**src/rtl/vbm_pkg.sv**
```systemverilog
package vbm_pkg;
  // Kind of read response pending in the cycle after a processor read
  typedef enum logic [1:0] {
    RSP_IDLE = 2'd0,
    RSP_MEM  = 2'd1,
    RSP_REG  = 2'd2,
    RSP_OPEN = 2'd3
  } rsp_kind_e;
endpackage

```
**src/rtl/vbm_decode.sv**
```systemverilog
module vbm_decode #(
  parameter int ADDR_W = 16,
  parameter int OFS_W  = 12,
  parameter int SEL_W  = 1,
  parameter logic [ADDR_W-1:0] WIN_BASE = 16'hC000,
  parameter logic [ADDR_W-1:0] REG_BASE = 16'hFF00
) (
  input  logic [ADDR_W-1:0] addr,
  output logic              win_hit,
  output logic              reg_hit,
  output logic [SEL_W-1:0]  win_sel,
  output logic [SEL_W-1:0]  reg_sel
);
  localparam int TAG_LSB = OFS_W + SEL_W;

  always_comb begin
    win_hit = (addr[ADDR_W-1:TAG_LSB] == WIN_BASE[ADDR_W-1:TAG_LSB]);
    reg_hit = (addr[ADDR_W-1:SEL_W] == REG_BASE[ADDR_W-1:SEL_W]);
    win_sel = addr[TAG_LSB-1:OFS_W];
    reg_sel = addr[SEL_W-1:0];
  end
endmodule

```
**src/rtl/vbm_bank_regs.sv**
```systemverilog
module vbm_bank_regs #(
  parameter int NUM_BANKS = 2,
  parameter int BANK_W    = 8,
  parameter int SEL_W     = 1
) (
  input  logic                        clk,
  input  logic                        rst,
  input  logic                        wr_en,
  input  logic [SEL_W-1:0]            wr_sel,
  input  logic [BANK_W-1:0]           wr_data,
  input  logic [SEL_W-1:0]            win_sel,
  input  logic [SEL_W-1:0]            reg_sel,
  output logic [BANK_W-1:0]           win_bank,
  output logic [BANK_W-1:0]           reg_value,
  output logic [NUM_BANKS*BANK_W-1:0] bank_flat
);
  logic [BANK_W-1:0] bank_q [NUM_BANKS];

  for (genvar i = 0; i < NUM_BANKS; i++) begin : g_bank
    localparam logic [SEL_W-1:0] IDX = SEL_W'(i);

    always_ff @(posedge clk) begin
      if (rst) begin
        bank_q[i] <= '0;
      end else if (wr_en && (wr_sel == IDX)) begin
        bank_q[i] <= wr_data;
      end
    end

    assign bank_flat[i*BANK_W +: BANK_W] = bank_q[i];

    // an addressed write lands in this register
    assert_bank_load_R5: assert property (@(posedge clk) disable iff (rst)
      (wr_en && (wr_sel == IDX)) |=> (bank_q[i] == $past(wr_data)));

    // without an addressed write the register holds
    assert_bank_hold_R9: assert property (@(posedge clk) disable iff (rst)
      !(wr_en && (wr_sel == IDX)) |=> $stable(bank_q[i]));
  end

  always_comb begin
    win_bank  = '0;
    reg_value = '0;
    for (int k = 0; k < NUM_BANKS; k++) begin
      if (win_sel == SEL_W'(k)) win_bank  = bank_q[k];
      if (reg_sel == SEL_W'(k)) reg_value = bank_q[k];
    end
  end
endmodule

```
**src/rtl/vbm_access.sv**
```systemverilog
module vbm_access
  import vbm_pkg::*;
#(
  parameter int DATA_W = 8,
  parameter int BANK_W = 8,
  parameter int OFS_W  = 12,
  localparam int PHYS_W = BANK_W + OFS_W
) (
  input  logic              clk,
  input  logic              rst,
  input  logic              cpu_rd,
  input  logic              cpu_wr,
  input  logic [OFS_W-1:0]  cpu_ofs,
  input  logic [DATA_W-1:0] cpu_wdata,
  input  logic              win_hit,
  input  logic              reg_hit,
  input  logic [BANK_W-1:0] win_bank,
  input  logic [BANK_W-1:0] reg_value,
  input  logic [DATA_W-1:0] mem_rdata,
  output logic              reg_we,
  output logic [PHYS_W-1:0] mem_addr,
  output logic [DATA_W-1:0] mem_wdata,
  output logic              mem_we,
  output logic              mem_re,
  output logic [DATA_W-1:0] cpu_rdata
);
  rsp_kind_e         rsp_q;
  logic [BANK_W-1:0] reg_q;
  logic              rd_only;

  always_comb begin
    rd_only   = cpu_rd && !cpu_wr;
    mem_we    = cpu_wr && win_hit;
    mem_re    = rd_only && win_hit;
    reg_we    = cpu_wr && reg_hit;
    mem_addr  = {win_bank, cpu_ofs};
    mem_wdata = cpu_wdata;
  end

  always_ff @(posedge clk) begin
    if (rst) begin
      rsp_q <= RSP_IDLE;
      reg_q <= '0;
    end else if (rd_only) begin
      reg_q <= reg_value;
      if (win_hit)      rsp_q <= RSP_MEM;
      else if (reg_hit) rsp_q <= RSP_REG;
      else              rsp_q <= RSP_OPEN;
    end else begin
      rsp_q <= RSP_IDLE;
    end
  end

  always_comb begin
    unique case (rsp_q)
      RSP_MEM:  cpu_rdata = mem_rdata;
      RSP_REG:  cpu_rdata = DATA_W'(reg_q);
      RSP_OPEN: cpu_rdata = '1;
      default:  cpu_rdata = '0;
    endcase
  end

  // the cycle after a memory read strobe carries memory data
  assert_read_latency_R7: assert property (@(posedge clk) disable iff (rst)
    ($past(mem_re) && !$past(rst)) |-> (cpu_rdata == mem_rdata));

  // an unmapped read answers all ones
  assert_open_read_R8: assert property (@(posedge clk) disable iff (rst)
    ($past(rd_only && !win_hit && !reg_hit) && !$past(rst)) |-> (cpu_rdata == '1));
endmodule

```
**src/rtl/vram_bank_mapper.sv**
```systemverilog
module vram_bank_mapper #(
  parameter int ADDR_W    = 16,
  parameter int DATA_W    = 8,
  parameter int BANK_W    = 8,
  parameter int OFS_W     = 12,
  parameter int NUM_BANKS = 2,
  parameter logic [ADDR_W-1:0] WIN_BASE = 16'hC000,
  parameter logic [ADDR_W-1:0] REG_BASE = 16'hFF00,
  localparam int PHYS_W = BANK_W + OFS_W
) (
  input  logic              clk,
  input  logic              rst,
  input  logic [ADDR_W-1:0] cpu_addr,
  input  logic [DATA_W-1:0] cpu_wdata,
  input  logic              cpu_wr,
  input  logic              cpu_rd,
  output logic [DATA_W-1:0] cpu_rdata,
  output logic [PHYS_W-1:0] mem_addr,
  output logic [DATA_W-1:0] mem_wdata,
  output logic              mem_we,
  output logic              mem_re,
  input  logic [DATA_W-1:0] mem_rdata
);
  localparam int SEL_W = (NUM_BANKS > 1) ? $clog2(NUM_BANKS) : 1;
  localparam longint WIN_LO = longint'(WIN_BASE);
  localparam longint WIN_HI = WIN_LO + (longint'(NUM_BANKS) << OFS_W) - 1;

  logic                        win_hit;
  logic                        reg_hit;
  logic [SEL_W-1:0]            win_sel;
  logic [SEL_W-1:0]            reg_sel;
  logic [BANK_W-1:0]           win_bank;
  logic [BANK_W-1:0]           reg_value;
  logic [NUM_BANKS*BANK_W-1:0] bank_flat;
  logic                        reg_we;

  vbm_decode #(
    .ADDR_W(ADDR_W), .OFS_W(OFS_W), .SEL_W(SEL_W),
    .WIN_BASE(WIN_BASE), .REG_BASE(REG_BASE)
  ) u_decode (
    .addr(cpu_addr), .win_hit(win_hit), .reg_hit(reg_hit),
    .win_sel(win_sel), .reg_sel(reg_sel)
  );

  vbm_bank_regs #(
    .NUM_BANKS(NUM_BANKS), .BANK_W(BANK_W), .SEL_W(SEL_W)
  ) u_banks (
    .clk(clk), .rst(rst), .wr_en(reg_we), .wr_sel(reg_sel),
    .wr_data(cpu_wdata[BANK_W-1:0]), .win_sel(win_sel), .reg_sel(reg_sel),
    .win_bank(win_bank), .reg_value(reg_value), .bank_flat(bank_flat)
  );

  vbm_access #(
    .DATA_W(DATA_W), .BANK_W(BANK_W), .OFS_W(OFS_W)
  ) u_access (
    .clk(clk), .rst(rst), .cpu_rd(cpu_rd), .cpu_wr(cpu_wr),
    .cpu_ofs(cpu_addr[OFS_W-1:0]), .cpu_wdata(cpu_wdata),
    .win_hit(win_hit), .reg_hit(reg_hit), .win_bank(win_bank),
    .reg_value(reg_value), .mem_rdata(mem_rdata), .reg_we(reg_we),
    .mem_addr(mem_addr), .mem_wdata(mem_wdata), .mem_we(mem_we),
    .mem_re(mem_re), .cpu_rdata(cpu_rdata)
  );

  // strobes only for addresses inside the window range
  assert_strobe_in_window_R2: assert property (@(posedge clk) disable iff (rst)
    (mem_we || mem_re) |->
      ((longint'(cpu_addr) >= WIN_LO) && (longint'(cpu_addr) <= WIN_HI)));

  // offset bits pass through untouched
  assert_offset_pass_R3: assert property (@(posedge clk) disable iff (rst)
    (mem_we || mem_re) |-> (mem_addr[OFS_W-1:0] == cpu_addr[OFS_W-1:0]));

  // bank field comes from the register chosen by the half-window bit
  assert_bank_field_R4: assert property (@(posedge clk) disable iff (rst)
    (mem_we || mem_re) |->
      (mem_addr[PHYS_W-1:OFS_W] ==
       bank_flat[cpu_addr[OFS_W+SEL_W-1:OFS_W]*BANK_W +: BANK_W]));

  // write strobe and data follow the processor in the same cycle
  assert_write_follow_R6: assert property (@(posedge clk) disable iff (rst)
    mem_we |-> (cpu_wr && (mem_wdata == cpu_wdata)));
endmodule

```
**config.mk**
```make
export PLATFORM = sky130hd
export DESIGN_NAME = vram_bank_mapper
export DESIGN_NICKNAME = d
export VERILOG_FILES = /design/src/rtl/vbm_pkg.sv /design/src/rtl/vbm_decode.sv /design/src/rtl/vbm_bank_regs.sv /design/src/rtl/vbm_access.sv /design/src/rtl/vram_bank_mapper.sv
export SDC_FILE = /design/constraint.sdc
export NUM_CORES = 1
export LEC_CHECK = 0
export ABC_CLOCK_PERIOD_IN_PS = 2100
export CAP_MARGIN = 20
export CELL_PAD_IN_SITES_DETAIL_PLACEMENT = 0
export CELL_PAD_IN_SITES_GLOBAL_PLACEMENT = 1
export CORE_ASPECT_RATIO = 0.8
export CORE_MARGIN = 5
export CORE_UTILIZATION = 30
export CTS_CLUSTER_DIAMETER = 40
export DETAILED_ROUTE_END_ITERATION = 10
export PLACE_DENSITY = 0.89
export SYNTH_ARGS = -nofsm -noshare
export SYNTH_HDL_FRONTEND = slang
export SYNTH_SLANG_ARGS = --single-unit
```
**constraint.sdc**
```tcl
create_clock -name clk -period 2.1 [get_ports clk]
set_input_delay 0.21 -clock clk [delete_from_list [all_inputs] [get_ports clk]]
set_output_delay 0.21 -clock clk [all_outputs]
set_load 0.02 [all_outputs]
```
==> flow_summary_export.csv, run 1 <==
group,metric,value,unit
status,status,"completed",
die,num_rows,23,
synthesis,yosysSeqAreaShare,42.73,%
hold_path,hold_path.class,"flip-flop to flip-flop",
critical_path,worstReg2RegEnd,"u_access.reg_q[3]",
synthesis,synth-adder-area-share,0,%
global_route,grt.overflow.total,0,
cells_and_area,fillCellCount,511,
critical_path,worst_path_dominant_cell_family,"buffers and inverters",
critical_path,r2r-start,"u_banks.bank_q[0][3]",
cells_and_area,area_growth,46.74,%
clocking,postCtsSetupRepairBufs,0,
clocking,cts_resized,0,
sta,finalCritPeriodShare,93.11,%
routing,drtIter0Drc,29,
critical_path,crit_arrival,1750,ps
die,core_area,5065,µm²
clocking,cts-buffers-inserted,3,
power,clockPowerShare,30.9,%
synthesis,syn_nets,191,
synthesis,synth-simple-area-share,25.53,%
place,numPlacedInstances,268,
routing,drc,0,
power,switchingPower,0.0003105,W
cells_and_area,design_area,2337,µm²
power,p_leak,0.8124,nW
sta,hold_slack,504.2,ps
critical_path,reg2reg_depth,2,
power,pwr-share-comb,24.2,%
clocking,postCtsHoldBufs,0,
place,place.gp.congestion,0.7433,
synthesis,synth.distinct_cells,28,
synthesis,ys_ff_latch,26,
critical_path,endpoint,"mem_addr[13]",
critical_path,critPathRequiredTime,1890,ps
sta,setup_violations,0,
synthesis,synth_ff_type,"edfxtp_1",
run,drv_cap,0,
sta,fin_skew,0.8117,ps
sta,slew_headroom,78.63,%
place,dpl_cell_area,2265,µm²
synthesis,postSynthAreaPerCell,10.28,µm²
critical_path,crit_top_cell,"clkdlybuf4s50_1",
sta,tns,0,ps
sta,maxSlewViolCount,0,
critical_path,cp_cell_sequence,"clkdlybuf4s50_1 -> buf_12 -> mux2_2 -> clkdlybuf4s50_1",
power,internal-power,0.0009955,W
clocking,cts_root_buf,"clkbuf_8",
global_route,grt_max_degree,17,
sta,tightestPinTransition,319.6,ps
sta,max_freq,511.4,MHz
synthesis,synth_top_area_share,30.16,%
die,pin_count,74,
critical_path,critPathKind,"input port to output port",
die,initial_core_util,31.45,%
routing,highest_layer,"met4",
global_route,grt_pass1_wl,5961,µm
routing,drt-total-wl,3694,µm
clocking,cts_max_level,1,
clocking,cts.sinks,26,
critical_path,critical_path.max_fanout,9,
synthesis,yosysMostFrequentCell,"nor2_1",
power,swShare,23.77,%
die,die_w,91.47,µm
critical_path,crit_start,"cpu_addr[12]",
die,dieArea,6875,µm²
routing,post_drt_wl_per_cell,13.58,µm
critical_path,worstSetupEndpointType,"output port",
place,portBuffers,73,
critical_path,startpoint_type,"input port",
synthesis,synth_xor_area_share,0,%
synthesis,ys_async_sr_fraction,0,%
routing,firstDrtPassIters,4,
critical_path,critPathMaxStageDelay,550,ps
global_route,antenna_found_initial,0,
sta,rsz0062_at_grt,"no",
synthesis,synth.largest_area_cell,"edfxtp_1",
synthesis,synth_top_family_by_area,"simple AND/OR/NAND/NOR gates",
cells_and_area,antennaDiodeCount,0,
routing,viasPerCell,4.397,
clocking,path_clk_slew,80,ps
synthesis,synth.area.mux_share,10.68,%
routing,ant_nets,0,
global_route,track_usage,10.80,%
clocking,clock_path_buffers,2,
critical_path,slowest_stage,"clkdlybuf4s50_1",
routing,vias,1196,
critical_path,crit_cells,4,
synthesis,yosys_warnings,0,
place,post-place-ws,137.8,ps
power,seqPwrFrac,44.9,%
synthesis,netlist_instances,155,
power,peakVddDrop,0.4509,mV
sta,postLayoutSetupSlackWorst,144.7,ps
global_route,grt_pass1_vias,1266,
synthesis,ys_top_cells_by_count,"nor2_1, buf_4, edfxtp_1, dfxtp_1, nor3_1",
synthesis,synth_edf_count,16,
place,dp_hpwl,3044,µm
clocking,clkLatencyLatePin,270,ps
hold_path,hp-start,"u_access.reg_q[0]",
sta,layout_min_cycle_time,1955,ps
routing,drt-met1-wl,1699,µm
routing,met3_length,270,µm
critical_path,reg2reg_slack,1310,ps
clocking,cts_tree,"built",
routing,dr_wl_met2,1667,µm
die,die_y,75.17,µm
synthesis,synth_compound_area_share,7.227,%
synthesis,synthTopCellsByArea,"edfxtp_1, dfxtp_1, buf_4",
cells_and_area,drive_above_1_share,15.71,%
sta,finalHoldViolations,0,
power,power_density,558.8,nW/µm²
cells_and_area,nets,247,
cells_and_area,final_cells,272,
synthesis,netlist_area,1593,µm²
critical_path,crit_buf_inv,3,
## per-stage QoR
stage | util [%] | total power, W
detailed placement | 44.71 | 0.0009176
CTS | 46.12 | 0.001324
global placement | 44.71 | 0.0009131
finish | 46.15 | 0.001306
floorplan | - | 0.0007662
global route | 46.15 | 0.001362
## routing by layer
layer  up-vias  global-route usage, %
met2        44                  18.11
met3         4                  3.097
li1        641                      -
met1       507                  13.24
met4         0                  4.397
met5         -                      0
## flip-flops by register name, indices dropped and copies added, names as in the netlist
| signal | cells |
|---|---|
| u_access.rsp_q | 2 |
| u_banks.bank_q | 16 |
| u_access.reg_q | 8 |
## layout make-up
| type | instances | area, µm² | area share [%] |
|---|---|---|---|
| flip-flops and latches | 26 | 681.9 | 29.18 |
| inverters | 1 | 3.754 | 0.1606 |
| multi-input cells | 97 | 691.9 | 29.60 |
| clock buffers | 3 | 41.29 | 1.767 |
| well taps | 62 | 77.57 | 3.319 |
| repair buffers | 82 | 810.8 | 34.69 |
| clock inverters | 1 | 30.03 | 1.285 |
## power by group through the flow
stage | Combinational [W] | Clock, W | Sequential (W)
2_1_floorplan | 0.000178 | 0 | 0.000588
3_3_place_gp | 0.000314 | 0 | 0.000599
3_5_place_dp | 0.000319 | 0 | 0.000599
4_1_cts | 0.000320 | 0.000417 | 0.000587
5_1_grt | 0.000339 | 0.000432 | 0.000590
6_report | 0.000316 | 0.000404 | 0.000587
## cells in the final DEF, fill, tap and decap left out, drive strengths merged
cell type,n
a21oi,8
nor3,18
and3,1
clkbuf,3
clkdlybuf4s50,73
nand2b,9
nand4,2
nor2b,1
nor4,1
edfxtp,16
nor3b,1
o21bai,2
and2,1
and4,2
nor2,25
buf,9
mux2i,8
mux2,8
clkinv,1
a211oi,8
nand2,1
nor4b,1
dfxtp,10
bufinv,1
## worst min path at each step
stage | to | cells after the start | slack, ps
2_1_floorplan | u_access.rsp_q[1] | 2 | 390
3_3_place_gp | u_access.reg_q[0] | 2 | 490
3_5_place_dp | u_access.reg_q[0] | 2 | 500
4_1_cts | u_access.reg_q[0] | 2 | 510
5_1_grt | u_access.reg_q[5] | 2 | 530
6_report | u_access.reg_q[0] | 2 | 500
## worst min-delay path, delay by kind of cell (launching register included)
kind               cells  cell delay, ps
DFF                    1             320
AOI/OAI and AO/OA      1              50
and+or+nand+nor        1              90
## cell families (layout without fill, tap and decap cells)
logic type             Yosys count  in the layout
AOI/OAI and AO/OA               18             18
DFF                             26             26
buffers and inverters           32             87
and+or+nand+nor                 63             63
muxes                           16             16
Note: power is estimated with default switching activity, not from simulation.
==> run 2, diff against run 1 <==
- CAP_MARGIN: 20 -> 25
==> results of run 2 <==
No change in the layout: final DEF, timing and power equal those of run 1.
==> run 3, diff against run 2 <==
- CORE_MARGIN: 5 -> not set
==> flow_summary_export.csv, run 3 (synthesized netlist as in run 1, its figures left out) <==
group,metric,value,unit
clocking,clock_path_buffers,2,
hold_path,hold_path.class,"flip-flop to flip-flop",
critical_path,crit_cells,4,
sta,finalHoldViolations,0,
hold_path,min_path_cells,2,
global_route,track_usage,12.52,%
sta,rsz0062_at_grt,"no",
power,power_density,558.2,nW/µm²
critical_path,endpoint,"mem_addr[17]",
run,drv_cap,0,
die,pin_count,74,
routing,ant_nets,0,
global_route,grt.overflow.total,0,
power,peakVddDrop,0.2228,mV
cells_and_area,top_register,"u_banks.bank_q",
cells_and_area,nets,247,
place,portBuffers,73,
critical_path,crit_top_cell,"clkdlybuf4s50_1",
critical_path,startpoint_type,"input port",
die,core_area,5065,µm²
die,die_y,67.17,µm
sta,tightestPinTransition,308.4,ps
sta,max_freq,510.6,MHz
critical_path,critical_path.max_fanout,9,
global_route,antenna_found_initial,0,
cells_and_area,antennaDiodeCount,0,
sta,slew_headroom,79.28,%
place,dpl_cell_area,2265,µm²
die,die_w,83.47,µm
place,place.gp.congestion,0.7137,
sta,setup_violations,0,
critical_path,r2r-start,"u_banks.bank_q[1][6]",
clocking,postCtsHoldBufs,0,
routing,drtIter0Drc,22,
routing,firstDrtPassIters,3,
power,clockPowerShare,30.9,%
critical_path,slowest_stage,"clkdlybuf4s50_1",
clocking,cts_resized,0,
clocking,clkLatencyLatePin,270,ps
place,post-place-ws,141.0,ps
clocking,cts-buffers-inserted,3,
cells_and_area,design_area,2337,µm²
routing,viasPerCell,4.412,
cells_and_area,final_cells,272,
sta,finalCritPeriodShare,93.25,%
power,internal-power,0.0009954,W
routing,vias,1200,
routing,drc,0,
critical_path,crit_arrival,1750,ps
critical_path,worst_path_dominant_cell_family,"buffers and inverters",
routing,drt-total-wl,3390,µm
critical_path,cp_cell_sequence,"clkdlybuf4s50_1 -> buf_12 -> mux2_2 -> clkdlybuf4s50_1",
critical_path,reg2reg_depth,2,
sta,layout_min_cycle_time,1958,ps
global_route,grt_max_degree,17,
critical_path,worstSetupEndpointType,"output port",
clocking,cts_max_level,1,
power,seqPwrFrac,45.0,%
critical_path,crit_buf_inv,3,
critical_path,critPathRequiredTime,1890,ps
die,initial_core_util,31.45,%
clocking,postCtsSetupRepairBufs,0,
die,num_rows,23,
routing,post_drt_wl_per_cell,12.46,µm
clocking,path_clk_slew,80,ps
die,dieArea,5606,µm²
clocking,cts_root_buf,"clkbuf_8",
place,numPlacedInstances,268,
power,swShare,23.71,%
cells_and_area,layout_commonest_cell,"clkdlybuf4s50_1",
cells_and_area,area_growth,46.74,%
power,power.total,0.001305,W
critical_path,worstReg2RegEnd,"u_access.reg_q[6]",
critical_path,critPathKind,"input port to output port",
critical_path,crit_start,"cpu_addr[12]",
cells_and_area,largest_reg_flops,16,
clocking,cts.sinks,26,
global_route,grt_pass1_vias,1129,
sta,tns,0,ps
clocking,cts_tree,"built",
status,status,"completed",
sta,postLayoutSetupSlackWorst,141.7,ps
critical_path,critPathMaxStageDelay,540,ps
cells_and_area,reg.largest.list,"u_banks.bank_q: 16 flops, u_access.reg_q: 8 flops, u_access.rsp_q: 2 flops",
power,switchingPower,0.0003093,W
sta,maxSlewViolCount,0,
power,p_leak,0.8124,nW
power,pwr-share-comb,24.1,%
sta,fin_skew,0.9541,ps
cells_and_area,fillCellCount,480,
critical_path,reg2reg_slack,1320,ps
global_route,grt_pass1_wl,5499,µm
cells_and_area,layout_common_cells,"clkdlybuf4s50_1, nor2_1, edfxtp_1",
cells_and_area,drive_above_1_share,15.71,%
place,dp_hpwl,2775,µm
[run 3: power groups by stage]
stage          combinational [W]  clock (W)  sequential, W
6_report                0.000314   0.000404       0.000587
5_1_grt                 0.000335   0.000437       0.000591
4_1_cts                 0.000317   0.000410       0.000587
3_5_place_dp            0.000316          0       0.000599
3_3_place_gp            0.000312          0       0.000599
2_1_floorplan           0.000178          0       0.000588
[run 3: how the worst min path moves through the flow]
stage,slack (ps),from,endpoint
3_5_place_dp,500,u_access.reg_q[6],u_access.reg_q[6]
2_1_floorplan,390,cpu_rd,u_access.rsp_q[1]
3_3_place_gp,490,u_access.reg_q[2],u_access.reg_q[2]
5_1_grt,530,u_access.reg_q[0],u_access.reg_q[0]
6_report,510,u_access.reg_q[6],u_access.reg_q[6]
4_1_cts,510,u_access.reg_q[0],u_access.reg_q[0]
[run 3: per-layer routing]
layer	GRT usage, %	wire (µm)	share of wire (%)
met3	3.056	175	5.2
met2	20.08	1488	44
met1	16.93	1684	50
met5	0	0	0
met4	3.814	41	1.2
[run 3: cell type report]
| cell class | instances | area (µm²) | area share, % |
|---|---|---|---|
| Clock inverter | 1 | 30.03 | 1.285 |
| Inverter | 1 | 3.754 | 0.1606 |
| Timing Repair Buffer | 82 | 810.8 | 34.69 |
| Tap cell | 62 | 77.57 | 3.319 |
| Multi-Input combinational cell | 97 | 691.9 | 29.60 |
| Sequential cell | 26 | 681.9 | 29.18 |
| Clock buffer | 3 | 41.29 | 1.767 |
[run 3: stage by stage]
stage	hold slack [ps]	utilization (%)
after floorplan	390.7	-
after global placement	492.1	44.71
after detailed placement	499.3	44.71
after CTS	511.0	46.12
after global routing	532.9	46.15
final	510.1	46.15
[run 3: tightest hold or removal path: cells and delay by family (launching register included)]
family | cells | cell delay (ps)
and+or+nand+nor | 1 | 100
DFF | 1 | 320
AOI/OAI and AO/OA | 1 | 50
